<file path="src/rtl/hdp_pkg.sv">
package hdp_pkg;

  typedef enum logic [1:0] {
    SEL_DATA = 2'd0,
    SEL_ADDR = 2'd1,
    SEL_CFG  = 2'd2,
    SEL_STAT = 2'd3
  } host_sel_e;

  typedef enum logic [1:0] {
    SP_DATA = 2'd0,
    SP_REGS = 2'd1,
    SP_PROG = 2'd2,
    SP_EXT  = 2'd3
  } mem_space_e;

  typedef enum logic [1:0] {
    ST_IDLE  = 2'd0,
    ST_PLAN  = 2'd1,
    ST_FILL  = 2'd2,
    ST_WRITE = 2'd3
  } eng_state_e;

  // configuration register fields
  localparam int CFG_HOLD   = 0;
  localparam int CFG_AINC   = 1;
  localparam int CFG_LEN_LO = 2;
  localparam int CFG_START  = 4;
  localparam int CFG_REG_LO = 12;

  // status register fields
  localparam int STS_NE_LO  = 0;
  localparam int STS_FULL   = 5;
  localparam int STS_NE_HI  = 6;
  localparam int STS_WEMPTY = 8;

endpackage

</file>
<file path="src/rtl/hdp_fifo.sv">
module hdp_fifo #(
  parameter int W     = 16,
  parameter int DEPTH = 16,
  localparam int PW   = (DEPTH > 1) ? $clog2(DEPTH) : 1,
  localparam int LW   = $clog2(DEPTH + 1)
) (
  input  logic          clk,
  input  logic          rst,
  input  logic          flush,
  input  logic          push,
  input  logic [W-1:0]  push_data,
  input  logic          pop,
  output logic [W-1:0]  head,
  output logic [LW-1:0] level,
  output logic          full,
  output logic          empty
);

  logic [W-1:0]  store [DEPTH];
  logic [PW-1:0] wr_ptr, rd_ptr;
  logic [LW-1:0] count;

  function automatic logic [PW-1:0] step(input logic [PW-1:0] p);
    return (p == PW'(DEPTH - 1)) ? '0 : p + 1'b1;
  endfunction

  always_ff @(posedge clk) begin
    if (push) store[wr_ptr] <= push_data;
  end

  always_ff @(posedge clk) begin
    if (rst || flush) begin
      wr_ptr <= '0;
      rd_ptr <= '0;
      count  <= '0;
    end else begin
      if (push) wr_ptr <= step(wr_ptr);
      if (pop)  rd_ptr <= step(rd_ptr);
      if (push && !pop)      count <= count + 1'b1;
      else if (pop && !push) count <= count - 1'b1;
    end
  end

  assign head  = store[rd_ptr];
  assign level = count;
  assign full  = (count == LW'(DEPTH));
  assign empty = (count == '0);

endmodule

</file>
<file path="src/rtl/hdp_region_map.sv">
module hdp_region_map #(
  parameter int AW  = 16,
  parameter int RAW = 11
) (
  input  logic [2:0]    code,
  input  logic [AW-1:0] addr,
  output logic          valid,
  output logic [1:0]    space,
  output logic [AW-1:0] maddr
);
  import hdp_pkg::*;

  logic [AW-1:0] reg_addr;

  generate
    if (RAW >= AW) begin : g_full_regs
      assign reg_addr = addr;
    end else begin : g_narrow_regs
      assign reg_addr = {{(AW-RAW){1'b0}}, addr[RAW-1:0]};
    end
  endgenerate

  always_comb begin
    valid = 1'b1;
    space = SP_DATA;
    maddr = addr;
    case (code)
      3'd0: space = SP_DATA;
      3'd1: begin
        space = SP_REGS;
        maddr = reg_addr;
      end
      3'd5: space = SP_PROG;
      3'd7: space = SP_EXT;
      default: valid = 1'b0;
    endcase
  end

endmodule

</file>
<file path="src/rtl/hdp_burst.sv">
module hdp_burst #(
  parameter int DEPTH    = 16,
  parameter int MID_LEN  = 8,
  parameter int LONG_LEN = 16,
  localparam int LW      = $clog2(DEPTH + 1),
  localparam int CW      = $clog2(LONG_LEN + 1)
) (
  input  logic          clk,
  input  logic          rst,
  input  logic          start,
  input  logic [1:0]    len_code,
  input  logic          cancel,
  input  logic          take,
  input  logic [LW-1:0] free,
  output logic          outstanding,
  output logic [LW-1:0] quota
);

  logic [CW-1:0] rem_q;
  logic          endless_q;

  always_ff @(posedge clk) begin
    if (rst || cancel) begin
      rem_q     <= '0;
      endless_q <= 1'b0;
    end else if (start) begin
      endless_q <= (len_code == 2'd3);
      case (len_code)
        2'd0:    rem_q <= CW'(1);
        2'd1:    rem_q <= CW'(MID_LEN);
        2'd2:    rem_q <= CW'(LONG_LEN);
        default: rem_q <= '0;
      endcase
    end else if (take && !endless_q && rem_q != '0) begin
      rem_q <= rem_q - 1'b1;
    end
  end

  assign outstanding = endless_q || (rem_q != '0);

  always_comb begin
    int r;
    int f;
    r = int'(rem_q);
    f = int'(free);
    if (endless_q || f < r) quota = free;
    else                    quota = LW'(r);
  end

endmodule

</file>
<file path="src/rtl/hdp_engine.sv">
module hdp_engine #(
  parameter int DW       = 16,
  parameter int AW       = 16,
  parameter int DEPTH    = 16,
  parameter int RAW      = 11,
  parameter int MID_LEN  = 8,
  parameter int LONG_LEN = 16
) (
  input  logic          clk,
  input  logic          rst,
  input  logic          host_req,
  input  logic          host_we,
  input  logic [1:0]    host_sel,
  input  logic [DW-1:0] host_wdata,
  output logic          host_ready,
  output logic          host_rvalid,
  output logic [DW-1:0] host_rdata,
  output logic          irq,
  output logic          cop_hold,
  output logic          cop_reset_pulse,
  output logic          mem_req_valid,
  input  logic          mem_req_ready,
  output logic          mem_we,
  output logic [1:0]    mem_space,
  output logic [AW-1:0] mem_addr,
  output logic [DW-1:0] mem_wdata,
  input  logic [DW-1:0] mem_rdata
);
  import hdp_pkg::*;

  localparam int LW = $clog2(DEPTH + 1);

  eng_state_e    state_q;
  logic [DW-1:0] cfg_q, wdata_q, rdata_q;
  logic [AW-1:0] addr_q;
  logic [LW-1:0] fill_left_q;
  logic          inflight_q, pop_pend_q, rvalid_q, irq_q, rstp_q;

  logic          acc, cfg_wr;
  logic          region_valid;
  logic [1:0]    region_space;
  logic [AW-1:0] region_addr;
  logic          fill_active, mem_accept, rd_accept, zero_push, take, fill_done;
  logic          fifo_push, fifo_pop, fifo_full, fifo_empty;
  logic [DW-1:0] fifo_head, fifo_wdata;
  logic [LW-1:0] fifo_level, fifo_free, quota;
  logic          outstanding;
  logic [DW-1:0] status;

  assign host_ready = (state_q == ST_IDLE);
  assign acc        = host_req && host_ready;
  assign cfg_wr     = acc && host_we && (host_sel == SEL_CFG);

  hdp_region_map #(.AW(AW), .RAW(RAW)) u_map (
    .code  (cfg_q[CFG_REG_LO +: 3]),
    .addr  (addr_q),
    .valid (region_valid),
    .space (region_space),
    .maddr (region_addr)
  );

  assign fill_active   = (state_q == ST_FILL) && (fill_left_q != '0);
  assign mem_req_valid = (state_q == ST_WRITE) || (fill_active && region_valid);
  assign mem_we        = (state_q == ST_WRITE);
  assign mem_space     = region_space;
  assign mem_addr      = region_addr;
  assign mem_wdata     = wdata_q;
  assign mem_accept    = mem_req_valid && mem_req_ready;
  assign rd_accept     = mem_accept && !mem_we;
  assign zero_push     = fill_active && !region_valid;
  assign take          = rd_accept || zero_push;
  assign fill_done     = (state_q == ST_FILL) && (fill_left_q == '0) && !inflight_q;

  assign fifo_push  = inflight_q || zero_push;
  assign fifo_wdata = inflight_q ? mem_rdata : '0;
  assign fifo_pop   = (fill_done && pop_pend_q) ||
                      (acc && !host_we && (host_sel == SEL_DATA) && !outstanding && !fifo_empty);
  assign fifo_free  = LW'(DEPTH) - fifo_level;

  hdp_fifo #(.W(DW), .DEPTH(DEPTH)) u_fifo (
    .clk       (clk),
    .rst       (rst),
    .flush     (cfg_wr),
    .push      (fifo_push),
    .push_data (fifo_wdata),
    .pop       (fifo_pop),
    .head      (fifo_head),
    .level     (fifo_level),
    .full      (fifo_full),
    .empty     (fifo_empty)
  );

  hdp_burst #(.DEPTH(DEPTH), .MID_LEN(MID_LEN), .LONG_LEN(LONG_LEN)) u_burst (
    .clk         (clk),
    .rst         (rst),
    .start       (cfg_wr && host_wdata[CFG_START]),
    .len_code    (host_wdata[CFG_LEN_LO +: 2]),
    .cancel      (cfg_wr && !host_wdata[CFG_START]),
    .take        (take),
    .free        (fifo_free),
    .outstanding (outstanding),
    .quota       (quota)
  );

  always_comb begin
    status             = '0;
    status[STS_NE_LO]  = !fifo_empty;
    status[STS_FULL]   = fifo_full;
    status[STS_NE_HI]  = !fifo_empty;
    status[STS_WEMPTY] = 1'b1;
  end

  always_ff @(posedge clk) begin
    if (rst) begin
      state_q     <= ST_IDLE;
      cfg_q       <= '0;
      wdata_q     <= '0;
      rdata_q     <= '0;
      addr_q      <= '0;
      fill_left_q <= '0;
      inflight_q  <= 1'b0;
      pop_pend_q  <= 1'b0;
      rvalid_q    <= 1'b0;
      irq_q       <= 1'b0;
      rstp_q      <= 1'b0;
    end else begin
      rvalid_q   <= 1'b0;
      irq_q      <= 1'b0;
      rstp_q     <= 1'b0;
      inflight_q <= rd_accept;
      if (mem_accept && cfg_q[CFG_AINC]) addr_q <= addr_q + 1'b1;

      case (state_q)
        ST_IDLE: begin
          if (acc && host_we) begin
            case (host_sel)
              SEL_ADDR: addr_q <= AW'(host_wdata);
              SEL_CFG: begin
                cfg_q  <= host_wdata;
                rstp_q <= host_wdata[CFG_HOLD];
                if (host_wdata[CFG_START]) begin
                  pop_pend_q <= 1'b0;
                  state_q    <= ST_PLAN;
                end
              end
              SEL_DATA: begin
                if (region_valid) begin
                  wdata_q <= host_wdata;
                  state_q <= ST_WRITE;
                end
              end
              default: ;
            endcase
          end else if (acc) begin
            case (host_sel)
              SEL_DATA: begin
                if (outstanding) begin
                  pop_pend_q <= 1'b1;
                  state_q    <= ST_PLAN;
                end else begin
                  rvalid_q <= 1'b1;
                  rdata_q  <= fifo_empty ? '0 : fifo_head;
                  irq_q    <= (fifo_level > LW'(1));
                end
              end
              SEL_ADDR: begin
                rvalid_q <= 1'b1;
                rdata_q  <= DW'(addr_q);
              end
              SEL_CFG: begin
                rvalid_q <= 1'b1;
                rdata_q  <= cfg_q;
              end
              default: begin
                rvalid_q <= 1'b1;
                rdata_q  <= status;
              end
            endcase
          end
        end
        ST_PLAN: begin
          fill_left_q <= quota;
          state_q     <= ST_FILL;
        end
        ST_FILL: begin
          if (take) fill_left_q <= fill_left_q - 1'b1;
          if (fill_done) begin
            state_q <= ST_IDLE;
            if (pop_pend_q) begin
              pop_pend_q <= 1'b0;
              rvalid_q   <= 1'b1;
              rdata_q    <= fifo_head;
              irq_q      <= (fifo_level > LW'(1));
            end else begin
              irq_q <= 1'b1;
            end
          end
        end
        default: begin
          if (mem_accept) begin
            irq_q   <= 1'b1;
            state_q <= ST_IDLE;
          end
        end
      endcase
    end
  end

  assign host_rvalid     = rvalid_q;
  assign host_rdata      = rdata_q;
  assign irq             = irq_q;
  assign cop_hold        = cfg_q[CFG_HOLD];
  assign cop_reset_pulse = rstp_q;

endmodule

</file>
<file path="config.mk">
export PLATFORM = sky130hd
export DESIGN_NAME = hdp_engine
export DESIGN_NICKNAME = d
export VERILOG_FILES = /design/src/rtl/hdp_pkg.sv /design/src/rtl/hdp_fifo.sv /design/src/rtl/hdp_region_map.sv /design/src/rtl/hdp_burst.sv /design/src/rtl/hdp_engine.sv
export SDC_FILE = /design/constraint.sdc
export NUM_CORES = 1
export LEC_CHECK = 0
export ABC_AREA = 1
export CORE_MARGIN = 2
export CORE_UTILIZATION = 40
export DETAILED_ROUTE_END_ITERATION = 12
export DONT_BUFFER_PORTS = 1
export PLACE_DENSITY_LB_ADDON = 0.3
export SLEW_MARGIN = 20
export SYNTH_ARGS = -nofsm -noshare
export SYNTH_HDL_FRONTEND = slang
export SYNTH_SLANG_ARGS = --single-unit
</file>
<file path="constraint.sdc">
create_clock -name clk -period 7 [get_ports clk]
set_input_delay 1.05 -clock clk [delete_from_list [all_inputs] [get_ports clk]]
set_output_delay 1.05 -clock clk [all_outputs]
set_load 0.02 [all_outputs]
</file>
Yosys cells after proc, flatten, opt, wreduce, memory -nomap -nowiden
Memory sizes are Yosys's and may differ from the RTL's. A register that Yosys moved wholly into a read port is not among the register bits. Index checks and enable logic that the tools add are counted. Widths: inputs -> output; s select.

$add $sub $neg: 8. Magnitude comparators: 2. Equality and inequality tests: 28. Mux-type cells: 63. Bitwise logic cells: 3. Reductions and logical operators: 61.

Operators by type and width (count): $mux 16 (12); $pmux 16 s3 (1); $pmux 16 s2 (1); $mux 5 (6); $mux 1 (23); $logic_and 1x1->1 (22); $add 16x1->16 const B (1); $mux 2 (8); $mux 4 (4); $pmux 5 s3 (1); $sub 5x1->5 const B (3); $ne 3x1->1 const B (4); $pmux 2 s3 (2); $eq 2x2->1 const B (5); $logic_not 1->1 (10); $logic_not 5->1 (2); $pmux 5 s2 (1); $reduce_bool 5->1 (2); $add 4x1->4 const B (2); $eq 4x4->1 const B (2); $logic_or 1x1->1 (8); $ne 4x4->1 const B (2); $reduce_and 8->1 (1); $reduce_bool 2->1 (4); other kinds (25) (38).

Bits in registers: 95. Memory bits (writable): 256. Input bits: 39. Output and inout bits: 57. Logic and storage cells: 182. Memories kept: 1.

Memories: u_fifo.store (depth 16, bits a word 16, read ports 1, clocked after Yosys merged registers in 1, write ports 1, RTL line hdp_fifo.sv:19) `logic [W-1:0] store [DEPTH];`.

Depth between registers and ports, before layout
Gate-level depths: netlist (run 1).

Depth after elaboration: 12. Mapped depth: 17. Depth with buffers taken out: 17.

Modules after synthesis
Synthesis (run 1) repeated with hierarchy kept, for this count alone.

Cells, all modules: 2001. Area total of the unflattened synthesis: 17108.9 um^2.

By module, submodules not included: hdp_fifo (times used 1, cells each 1162, area an instance 11863.9 um^2, seq. area each 8027.7 um^2); hdp_engine (times used 1, cells each 715, area an instance 4505.6 um^2, seq. area each 1521.5 um^2); hdp_burst (times used 1, cells each 95, area an instance 576.8 um^2, seq. area each 120.1 um^2); hdp_region_map (times used 1, cells each 29, area an instance 162.7 um^2, seq. area each 0.0 um^2).

Worst setup path after synthesis (run 1)
No wires, ideal clock.

Path type: in2reg. From: input host_sel[1]. To: register u_fifo.count[4], in the netlist u_fifo.level[4]. Arrival time: 2.583 ns. Slack: 4.347 ns. Stages: 11. Path buffers: 0. Path through: nor2_1 -> nand2_1 -> nor2_1 -> nand2_1 -> nand2_1 -> inv_1 -> ha_1 -> a21oi_1 -> o21ai_0 -> or2_2 -> a21oi_1.

Word-level cells in the longest chain between the ends: 8. Elaborated cells on any way between the ends: 13. Those cells by class: 1 x eq/ne; 1 x mux; 11 x reduce/logical.

RTL lines: start: declaration (RTL line hdp_engine.sv:13) `input logic [1:0] host_sel,`; $logic_not 2->1 (RTL line hdp_engine.sv:77) `(acc && !host_we && (host_sel == SEL_DATA) && !outstanding && !fifo_empty);`; $logic_and 1x1->1 (3 in a row) (RTL line hdp_engine.sv:77); $logic_or 1x1->1 (RTL line hdp_engine.sv:76) `assign fifo_pop = (fill_done && pop_pend_q) ||`; $logic_not 1->1 (RTL line hdp_fifo.sv:39) `if (push && !pop) count <= count + 1'b1;`; $logic_and 1x1->1 (RTL line hdp_fifo.sv:39); $mux 5 / $reduce_bool 2->1 (equally long branches); end signal: assignment (RTL line hdp_fifo.sv:39); end signal: assignment (RTL line hdp_fifo.sv:40) `else if (pop && !push) count <= count - 1'b1;`; end: declaration (RTL line hdp_fifo.sv:21) `logic [LW-1:0] count;`.

Parallel ways exist; a longest one is shown, timed or not. A chain may end at the register's enable or synchronous reset.

Worst setup path after layout (run 1)
From: register state_q[0]. To: output mem_req_valid.

Word-level cells in the longest chain between the ends: 4. Elaborated cells on any way between the ends: 5. Those cells by class: 2 x eq/ne; 3 x reduce/logical.

RTL lines: start: declaration (RTL line hdp_engine.sv:33) `eng_state_e state_q;`; start signal: assignment (RTL line hdp_engine.sv:115) `state_q <= ST_IDLE;`; start signal: assignment (RTL line hdp_engine.sv:143) `state_q <= ST_PLAN;`; start signal: assignment (RTL line hdp_engine.sv:149) `state_q <= ST_WRITE;`; $eq 2x2->1 (RTL line hdp_engine.sv:62) `assign fill_active = (state_q == ST_FILL) && (fill_left_q != '0);`; $logic_and 1x1->1 (RTL line hdp_engine.sv:62); $logic_and 1x1->1 (RTL line hdp_engine.sv:63) `assign mem_req_valid = (state_q == ST_WRITE) || (fill_active && region_valid);`; $logic_or 1x1->1 * (RTL line hdp_engine.sv:63); end: declaration (RTL line hdp_engine.sv:21) `output logic mem_req_valid,`.

Mark *: on every way between the ends. The rest lies on a longest branch, timed or not.

==> results of run 1 <==
[state kept, by name, indices dropped and copies added, names as in the netlist, 4 cells and up, named ones only]
signal,cells
u_fifo.level,5
cfg_q,16
u_fifo.wr_ptr,4
u_fifo.store,256
host_rdata,16
mem_wdata,16
u_burst.rem_q,5
addr_q,16
u_fifo.rd_ptr,4
fill_left_q,5
[placed cells by master, fill, tap and decap left out, types with 34 or more instances in the layout]
cell	Yosys	final
nand3_1	153	153
dfxtp_1	99	98
nand2_1	349	349
edfxtp_1	256	256
clkbuf_16	0	42
o21ai_0	148	148
nor2_1	210	193
a21oi_1	78	78
inv_1	189	189
o211ai_1	34	34
[final timing paths]
check	cells past startpoint	slack, ps	start	endpoint
max	5	3980	state_q[0]$_SDFFE_PP0P_	mem_req_valid
min	2	450	cfg_q[7]$_SDFFE_PP0P_	cfg_q[7]$_SDFFE_PP0P_
max reg2reg	12	4020	flip-flop	host_rdata[9]$_SDFFE_PP0P_
min reg2reg	2	450	cfg_q[7]$_SDFFE_PP0P_	cfg_q[7]$_SDFFE_PP0P_
[through the flow]
step,hold WS [ps],utilization,worst slack (ps),instances
5_1_grt,480,0.448,3690,2269
3_3_place_gp,436,0.416,4030,2197
2_1_floorplan,425,-,4350,1737
3_5_place_dp,443,0.416,3990,2197
6_report,449,0.448,3980,2269
4_1_cts,452,0.448,3940,2269
[final cells by class]
class / count / area, sq um / share of cell area
Clock inverter: 10 / 109 / 0.00609
Tap cell: 525 / 657 / 0.0367
Sequential cell: 355 / 9670 / 0.541
Multi-Input combinational cell: 1092 / 5310 / 0.297
Inverter: 198 / 748 / 0.0418
Timing Repair Buffer: 27 / 203 / 0.0113
Clock buffer: 62 / 1180 / 0.0662
[power breakdown]
part | switching [uW] | leakage, uW | total, uW | internal (uW)
combinational | 471 | 0.00296 | 686 | 214
clock | 816 | 0.000636 | 2050 | 1240
sequential | 136 | 0.00356 | 2450 | 2320
[cells in the mapped netlist (11+ instances only)]
master | n | area share
clkbuf_1 | 26 | 0.0060
xor2_1 | 11 | 0.0059
o21ai_0 | 148 | 0.046
o211ai_1 | 34 | 0.016
o22ai_1 | 15 | 0.0058
nand2_1 | 349 | 0.081
buf_4 | 18 | 0.0083
buf_2 | 34 | 0.010
a21oi_1 | 78 | 0.024
dfxtp_1 | 99 | 0.12
nand3_1 | 153 | 0.047
inv_1 | 189 | 0.044
ha_1 | 26 | 0.020
nor2_1 | 210 | 0.049
edfxtp_1 | 256 | 0.47
[per-layer routing]
layer / share of wire / vias to the layer above / GRT usage / wire (um)
met5: 0 / - / 0 / 0
met4: 0.017 / 0 / 0.0514 / 743
met3: 0.059 / 50 / 0.0306 / 2520
met2: 0.47 / 334 / 0.326 / 20000
met1: 0.46 / 5764 / 0.290 / 19400
li1: - / 5768 / - / -
[cell families (layout without fill, tap and decap cells)]
| group | Yosys count | in the layout |
|---|---|---|
| fa+ha+maj | 26 | 26 |
| flops | 355 | 355 |
| xor+xnor | 14 | 14 |
| simple gates | 748 | 748 |
| buf+inv | 290 | 297 |
| compound gates | 304 | 304 |
[worst min-delay path: stages, from the launching register on]
cell	delay, ps
dfxtp_1	300
inv_1	50
a21oi_1	50
==> results.toml, run 1 <==
[placement]
post-dp-hpwl_um = 26400
port_buffers = 0
place.gp.congestion = 0.881
dpl_cell_area_sq_um = 16600

[critical_path]
critPathLaunchType = "flip-flop"
max_stage_delay_ps = 340
cp_data_arrival_time_ps = 1970
cp_top_family = "simple AND/OR/NAND/NOR gates"
cpMaxStageDelayCell = "dfxtp_1"
cp_cell_sequence = "inv_1, ha_1, buf_4, nand3_1, nand2_1"
cp-end-kind = "output pin"
cp_max_fo = 26
critical_path_class = "flip-flop to output pin"
critPathBufInv = 2
cp.required_ps = 5950

[synthesis]
syn_inst = 1737
netlist_area_sq_um = 16200
ys_seq_area_frac = 0.596
synthSimpleGateAreaFrac = 0.192
synth_edf_count = 256
yosys_warnings = 0
avgSynthCellArea_sq_um = 9.33
synthFlopType = "edfxtp_1"
async_reset_ff_frac = 0
syn_nets = 1802
synth_cell_type_count = 41
synthAdderAreaFrac = 0.0201
synth-seq-cells = 355
synthMuxAreaShare = 0
synth-compound-area-share = 0.105
synth_xor_area_frac = 0.00756
synth_top_family_by_area = "simple AND/OR/NAND/NOR gates"

[floorplanning]
die-area_sq_um = 42200
rows = 73
start_util = 0.406
dieHeight_um = 205
fp.dieW_um = 205
coreArea_sq_um = 39900
num_io_pins = 96

[clocking]
cts-root-buf = "clkbuf_16"
ctsHtreeMaxLevel = 2
cts_buffers = 40
clk_path_buf_depth = 3
cts_tree = "done"
clk_pin_slew_ps = 60
cts-resized-gates = 0
cts_hold_buf = 0
clk_latency_ps = 540
cts_setup_buffers = 0
cts_sinks = 355

[timing]
setup_violations = 0
slew_viol_final = 0
max_slew_margin = 0.234
rsz0062_at_grt = "no"
fmax_mhz = 331
period_share = 0.431
setup_tns_ps = 0
hold_viol = 0
fin_worst_skew_ps = 33.8
fin_crit_ps = 3020
tightest_slew_ps = 1150

[power]
powerDensity_nw_per_um2 = 290
finalPower_uw = 5190
leakage_uw = 0.00716
ir_drop_mv = 0.166

[global_route]
grt_use_total = 0.204
grt_max_degree = 104
antenna_found_initial = 0
grt_pass1_wl_um = 66600
overflow = 0
first_global_vias = 11600

[flow_run]
drv_cap = 0

[layout]
finalNetCount = 1779
fillers = 3788
antenna_cells = 0
drive_gt1_frac = 0.0791
area_delta_synth_final_pct = 10.3
design_area_sq_um = 17900

[worst_hold_path]
min_path_type = "flip-flop to flip-flop"

[detailed_routing]
wire_per_inst_um = 18.8
drc_errors = 0
ant_nets = 0
firstDrtPassIters = 7
drtIter0Drc = 931
wl_um = 42700
vias = 11900
avgViaCountPerCell = 5.25

[run_status]
status = "finished, final reports clean"
Power figures use the tool's default switching activity.
==> inputs of run 2 (changes only) <==
ABC_AREA = 0   (was 1)
clock period = 2.95 ns   (was 7 ns; I/O delays follow)
==> results.toml, run 2 <==
[synthesis]
yosysMostFrequentCell = "edfxtp_1"
async_reset_ff_frac = 0
syn_nets = 1172
ys_seq_area_frac = 0.636
syn_inst = 1107
synthFlopType = "edfxtp_1"
synth_area_leaders = "edfxtp_1, dfxtp_1, mux4_2, mux2i_1, ha_1"
netlist_area_sq_um = 15200
avgSynthCellArea_sq_um = 13.7
synth_cell_type_count = 68
synth_edf_count = 256
post-synth-top-area-fraction = 0.506
synth-seq-cells = 355
synth_largest_area_cell = "edfxtp_1"
yosys_warnings = 0
synthTopCellsByCount = "edfxtp_1, dfxtp_1, nor2_1"

[layout]
final_cell_mix = "edfxtp_1, dfxtp_1, nand2_1"
ff_latch_area_sq_um = 9670
largest_reg_flops = 256
finalNetCount = 1208
antenna_cells = 0
drive_gt1_frac = 0.175
area_delta_synth_final_pct = 13.4
largest_register = "u_fifo.store"
layout_commonest_cell = "edfxtp_1"
multi_input_area_sq_um = 5100
fillers = 3311

[global_route]
grt_pass1_wl_um = 56500
first_global_vias = 9294
grt_max_degree = 62
grt_util_met1 = 0.260
antenna_found_initial = 2
grt_use_total = 0.190
busiest_layer = "met2"
grtUsageMet2 = 0.308
overflow = 0
use_met3 = 0.0466

[floorplanning]
dieHeight_um = 199
num_io_pins = 96
fp.dieW_um = 199
start_util = 0.404
die-area_sq_um = 39600
rows = 71
coreArea_sq_um = 37600

[critical_path]
cp_cell_sequence = "inv_1, ha_1, nor3b_1, ha_1, inv_1, ha_1, nor2b_1, a22o_1, a31oi_1, buf_4, mux2i_1, a21oi_1, a41o_1"
critPathLaunchType = "flip-flop"
cp-end-kind = "flip-flop"
ff2ff_setup_slack_ps = 270
regToRegStartpoint = "u_fifo.level[1]$_SDFFE_PP0P_"
crit_end = "fill_left_q[1]$_SDFFE_PP0P_"
critical_path_class = "flip-flop to flip-flop"
cp.required_ps = 3360
r2r-end = "fill_left_q[1]$_SDFFE_PP0P_"
critical_path.startpoint = "u_fifo.level[1]$_SDFFE_PP0P_"
cp_max_fo = 6
cp_data_arrival_time_ps = 3090
rr_worst_depth = 13
cpMaxStageDelayCell = "dfxtp_1"
crit_path_frequent_cell = "ha_1"
max_stage_delay_ps = 310

[worst_hold_path]
min_path_type = "primary input to flip-flop"

[clocking]
cts_sinks = 355
cts_setup_buffers = 0
cts_tree = "done"
cts_buffers = 36
clk_latency_ps = 530
cts-root-buf = "clkbuf_16"
clk_pin_slew_ps = 60
clk_path_buf_depth = 3
ctsHtreeMaxLevel = 2

[detailed_routing]
ant_nets = 0
drtIter0Drc = 630
wire_per_inst_um = 22.5
drc_errors = 0
wl_um = 37800
avgViaCountPerCell = 5.58
vias = 9364
firstDrtPassIters = 5

[power]
ir_drop_mv = 0.440
leakage_uw = 0.00615
powerDensity_nw_per_um2 = 659

[timing]
fmax_mhz = 373
tightest_slew_ps = 711
slew_viol_final = 0
rsz0062_at_grt = "no"
holdWs_ps = 38.0
fin_crit_ps = 2680
setup_tns_ps = 0
hold_viol = 0
period_share = 0.908
setup_violations = 0
max_slew_margin = 0.518
fin_worst_skew_ps = 19.7

[flow_run]
drv_cap = 0

[run_status]
status = "finished, final reports clean"

[placement]
place.gp.congestion = 0.850
post-dp-hpwl_um = 24900
port_buffers = 0
[run 2: changes by cell type in the layout (fill, tap and decap cells not counted), moves of 20 or more]
cell | before | now
a211oi_1 | 2 | 22
nand2_1 | 349 | 80
o21ai_0 | 148 | 42
buf_4 | 27 | 65
mux2i_1 | 0 | 77
a21oi_1 | 78 | 52
mux4_2 | 0 | 39
nand3_1 | 153 | 5
and2_1 | 0 | 20
nor2_1 | 193 | 71
inv_1 | 189 | 27
o211ai_1 | 34 | 0
[run 2: worst min path at each step]
stage,start,endpoint,cells after the start
2_1_floorplan,cfg_q[6]$_SDFFE_PP0P_,cfg_q[6]$_SDFFE_PP0P_,2
3_3_place_gp,cfg_q[8]$_SDFFE_PP0P_,cfg_q[8]$_SDFFE_PP0P_,2
3_5_place_dp,cfg_q[11]$_SDFFE_PP0P_,cfg_q[11]$_SDFFE_PP0P_,2
5_1_grt,host_wdata[10],cfg_q[10]$_SDFFE_PP0P_,2
4_1_cts,host_wdata[2],u_burst.rem_q[4]$_SDFFE_PP0P_,1
6_report,host_wdata[2],u_burst.rem_q[4]$_SDFFE_PP0P_,1
[run 2: final cells by class]
type	instances	area share
Tap cell	511	0.0371
Clock buffer	51	0.0600
Inverter	29	0.00646
Timing Repair Buffer	69	0.0334
Sequential cell	355	0.561
Multi-Input combinational cell	652	0.296
Clock inverter	12	0.00530
[run 2: layer usage]
layer | part of all wire | up-vias
met3 | 0.073 | 56
met4 | 0.016 | 4
met1 | 0.44 | 4739
li1 | - | 4297
met2 | 0.47 | 268
met5 | 0.00066 | -
[run 2: critical path, delay by kind of cell (launching register included)]
family                   cells  cell delay (ps)
buffers and inverters        3              320
adder cells (fa/ha/maj)      3              690
flip-flops                   1              310
AND/OR/NAND/NOR              2              420
AO/OA/AOI/OAI                4              640
multiplexers                 1              210
[run 2: per-stage QoR]
stage / power, uW / std cells / cell area (sq um) / util / setup WS (ps)
2_1_floorplan: 6690 / 1107 / 15200 / - / 78.9
3_3_place_gp: 7050 / 1615 / 16100 / 0.428 / 361
3_5_place_dp: 7050 / 1615 / 16100 / 0.428 / 273
4_1_cts: 11400 / 1679 / 17200 / 0.458 / 247
5_1_grt: 11800 / 1679 / 17200 / 0.459 / 24.5
6_report: 11300 / 1679 / 17200 / 0.459 / 271
[run 2: repair_timing]
item,CTS,global route
hold buffers,1,0
hold endpoints to repair,61,0
resized for setup,0,0
[run 2: cells by family after synthesis]
group | Yosys count | share of synthesized area
flops | 355 | 0.636
simple gates | 270 | 0.0882
compound gates | 215 | 0.100
mux | 116 | 0.109
buf+inv | 100 | 0.0308
fa+ha+maj | 26 | 0.0214
xor+xnor | 25 | 0.0144
[run 2: where the power goes]
group,internal (uW),switching [uW]
clock,2530,1850
sequential,5460,322
combinational,461,734
total,8450,2900
==> inputs of run 3 (changes only) <==
CORE_UTILIZATION = 44   (was 40)
SKIP_LAST_GASP = 1   (was unset)
==> results.toml, run 3 (same netlist as run 2, synthesis figures left out) <==
[critical_path]
cp.required_ps = 2510
cp-end-kind = "output pin"
cpMaxStageDelayCell = "o41ai_4"
cp_max_fo = 10
critPathLaunchType = "flip-flop"
r2r-end = "fill_left_q[1]$_SDFFE_PP0P_"
max_stage_delay_ps = 600
cp_top_family = "compound AO/OA/AOI/OAI gates"
cp_data_arrival_time_ps = 2270
critical_path.startpoint = "state_q[0]$_SDFFE_PP0P_"
ff2ff_setup_slack_ps = 320
critical_path_class = "flip-flop to output pin"
rr_worst_depth = 13
regToRegStartpoint = "u_fifo.level[1]$_SDFFE_PP0P_"
critPathBufInv = 3
cp_cell_sequence = "inv_1, ha_1, inv_4, o41ai_4, buf_4"

[clocking]
clk_latency_ps = 510
cts_tree = "done"
cts_buffers = 37
cts_sinks = 355
cts-resized-gates = 0
cts_setup_buffers = 0
ctsHtreeMaxLevel = 2
cts-root-buf = "clkbuf_16"
cts_hold_buf = 2
clk_pin_slew_ps = 60
clk_path_buf_depth = 3

[power]
finalPower_uw = 11500
powerDensity_nw_per_um2 = 671
leakage_uw = 0.00608
ir_drop_mv = 0.594

[layout]
ff_latch_area_sq_um = 9670
multi_input_area_sq_um = 5110
finalNetCount = 1196
fillers = 2934
largest_reg_flops = 256
fin_cells = 1615
fin_util = 0.499
layout_commonest_cell = "edfxtp_1"
drive_gt1_frac = 0.161
largest_register = "u_fifo.store"
area_delta_synth_final_pct = 12.5
final_cell_mix = "edfxtp_1, dfxtp_1, nand2_1"

[global_route]
grt_pass1_wl_um = 56500
antenna_found_initial = 3
grt_use_total = 0.208
overflow = 0
first_global_vias = 9214
grt_max_degree = 59

[timing]
fmax_mhz = 369
fin_crit_ps = 2710
max_slew_margin = 0.472
hold_viol = 0
setup_violations = 0
slew_viol_final = 0
fin_worst_skew_ps = 14.4
period_share = 0.918
tightest_slew_ps = 779
rsz0062_at_grt = "no"
setup_tns_ps = 0

[detailed_routing]
drc_errors = 0
ant_nets = 0
wire_per_inst_um = 23.0
drtIter0Drc = 792
wl_um = 37200
firstDrtPassIters = 5
vias = 9358
avgViaCountPerCell = 5.79

[floorplanning]
num_io_pins = 96
coreArea_sq_um = 34300
start_util = 0.443
fp.dieW_um = 190
rows = 68
dieHeight_um = 190
die-area_sq_um = 36000

[placement]
dp.cells = 1545
place.gp.congestion = 0.826
port_buffers = 0
post-dp-hpwl_um = 23500

[run_status]
status = "finished, final reports clean"

[worst_hold_path]
hold_end = "mem_wdata[0]$_SDFFE_PP0P_"
min_path_cells = 1
min_path_type = "primary input to flip-flop"
hold_start = "rst"

[flow_run]
drv_cap = 0
-- run 3: layer usage --
metal / global-route usage / vias to the layer above / share of wire
li1: - / 4285 / -
met3: 0.0474 / 60 / 0.085
met5: 0 / - / 0.00059
met4: 0.0477 / 4 / 0.018
met2: 0.339 / 360 / 0.47
met1: 0.284 / 4649 / 0.43
-- run 3: worst register-to-register path: stages (launching register included) --
cell and delay [ps]:
dfxtp_1 310, inv_1 70, ha_1 180, nor3b_1 280, ha_1 300, inv_1 60
ha_1 210, nor2b_1 140, a22o_1 190, a31oi_1 130, buf_4 170, mux2i_1 210
a21oi_1 90, a41o_1 200
-- run 3: final cells by class --
cell class | instances | area share
well taps | 455 | 0.0333
inverters | 29 | 0.00651
diodes | 2 | 0.000293
repair buffers | 56 | 0.0266
clock buffers | 48 | 0.0578
clock inverters | 18 | 0.0110
multi-input cells | 652 | 0.299
flip-flops and latches | 355 | 0.566
-- run 3: power by group --
group / total (uW) / internal, uW / switching (uW)
Sequential: 5780 / 5460 / 319
Clock: 4530 / 2710 / 1820
Combinational: 1180 / 457 / 719
-- run 3: metrics by stage --
step                hold slack, ps  instance area (sq um)  worst slack, ps
CTS                           5.17                  17100              244
floorplan                      432                  15200             78.9
finish                        19.7                  17100              242
global placement               434                  15900              358
global route                  6.03                  17100             89.8
detailed placement             443                  15900              334
-- run 3: how the worst max path moves through the flow --
stage | end | cells past startpoint | slack [ps]
2_1_floorplan | u_fifo.store[3][0]$_DFFE_PP_ | 7 | 80
3_3_place_gp | fill_left_q[1]$_SDFFE_PP0P_ | 13 | 360
3_5_place_dp | fill_left_q[1]$_SDFFE_PP0P_ | 13 | 330
4_1_cts | mem_req_valid | 5 | 240
5_1_grt | fill_left_q[1]$_SDFFE_PP0P_ | 13 | 90
6_report | mem_req_valid | 5 | 240
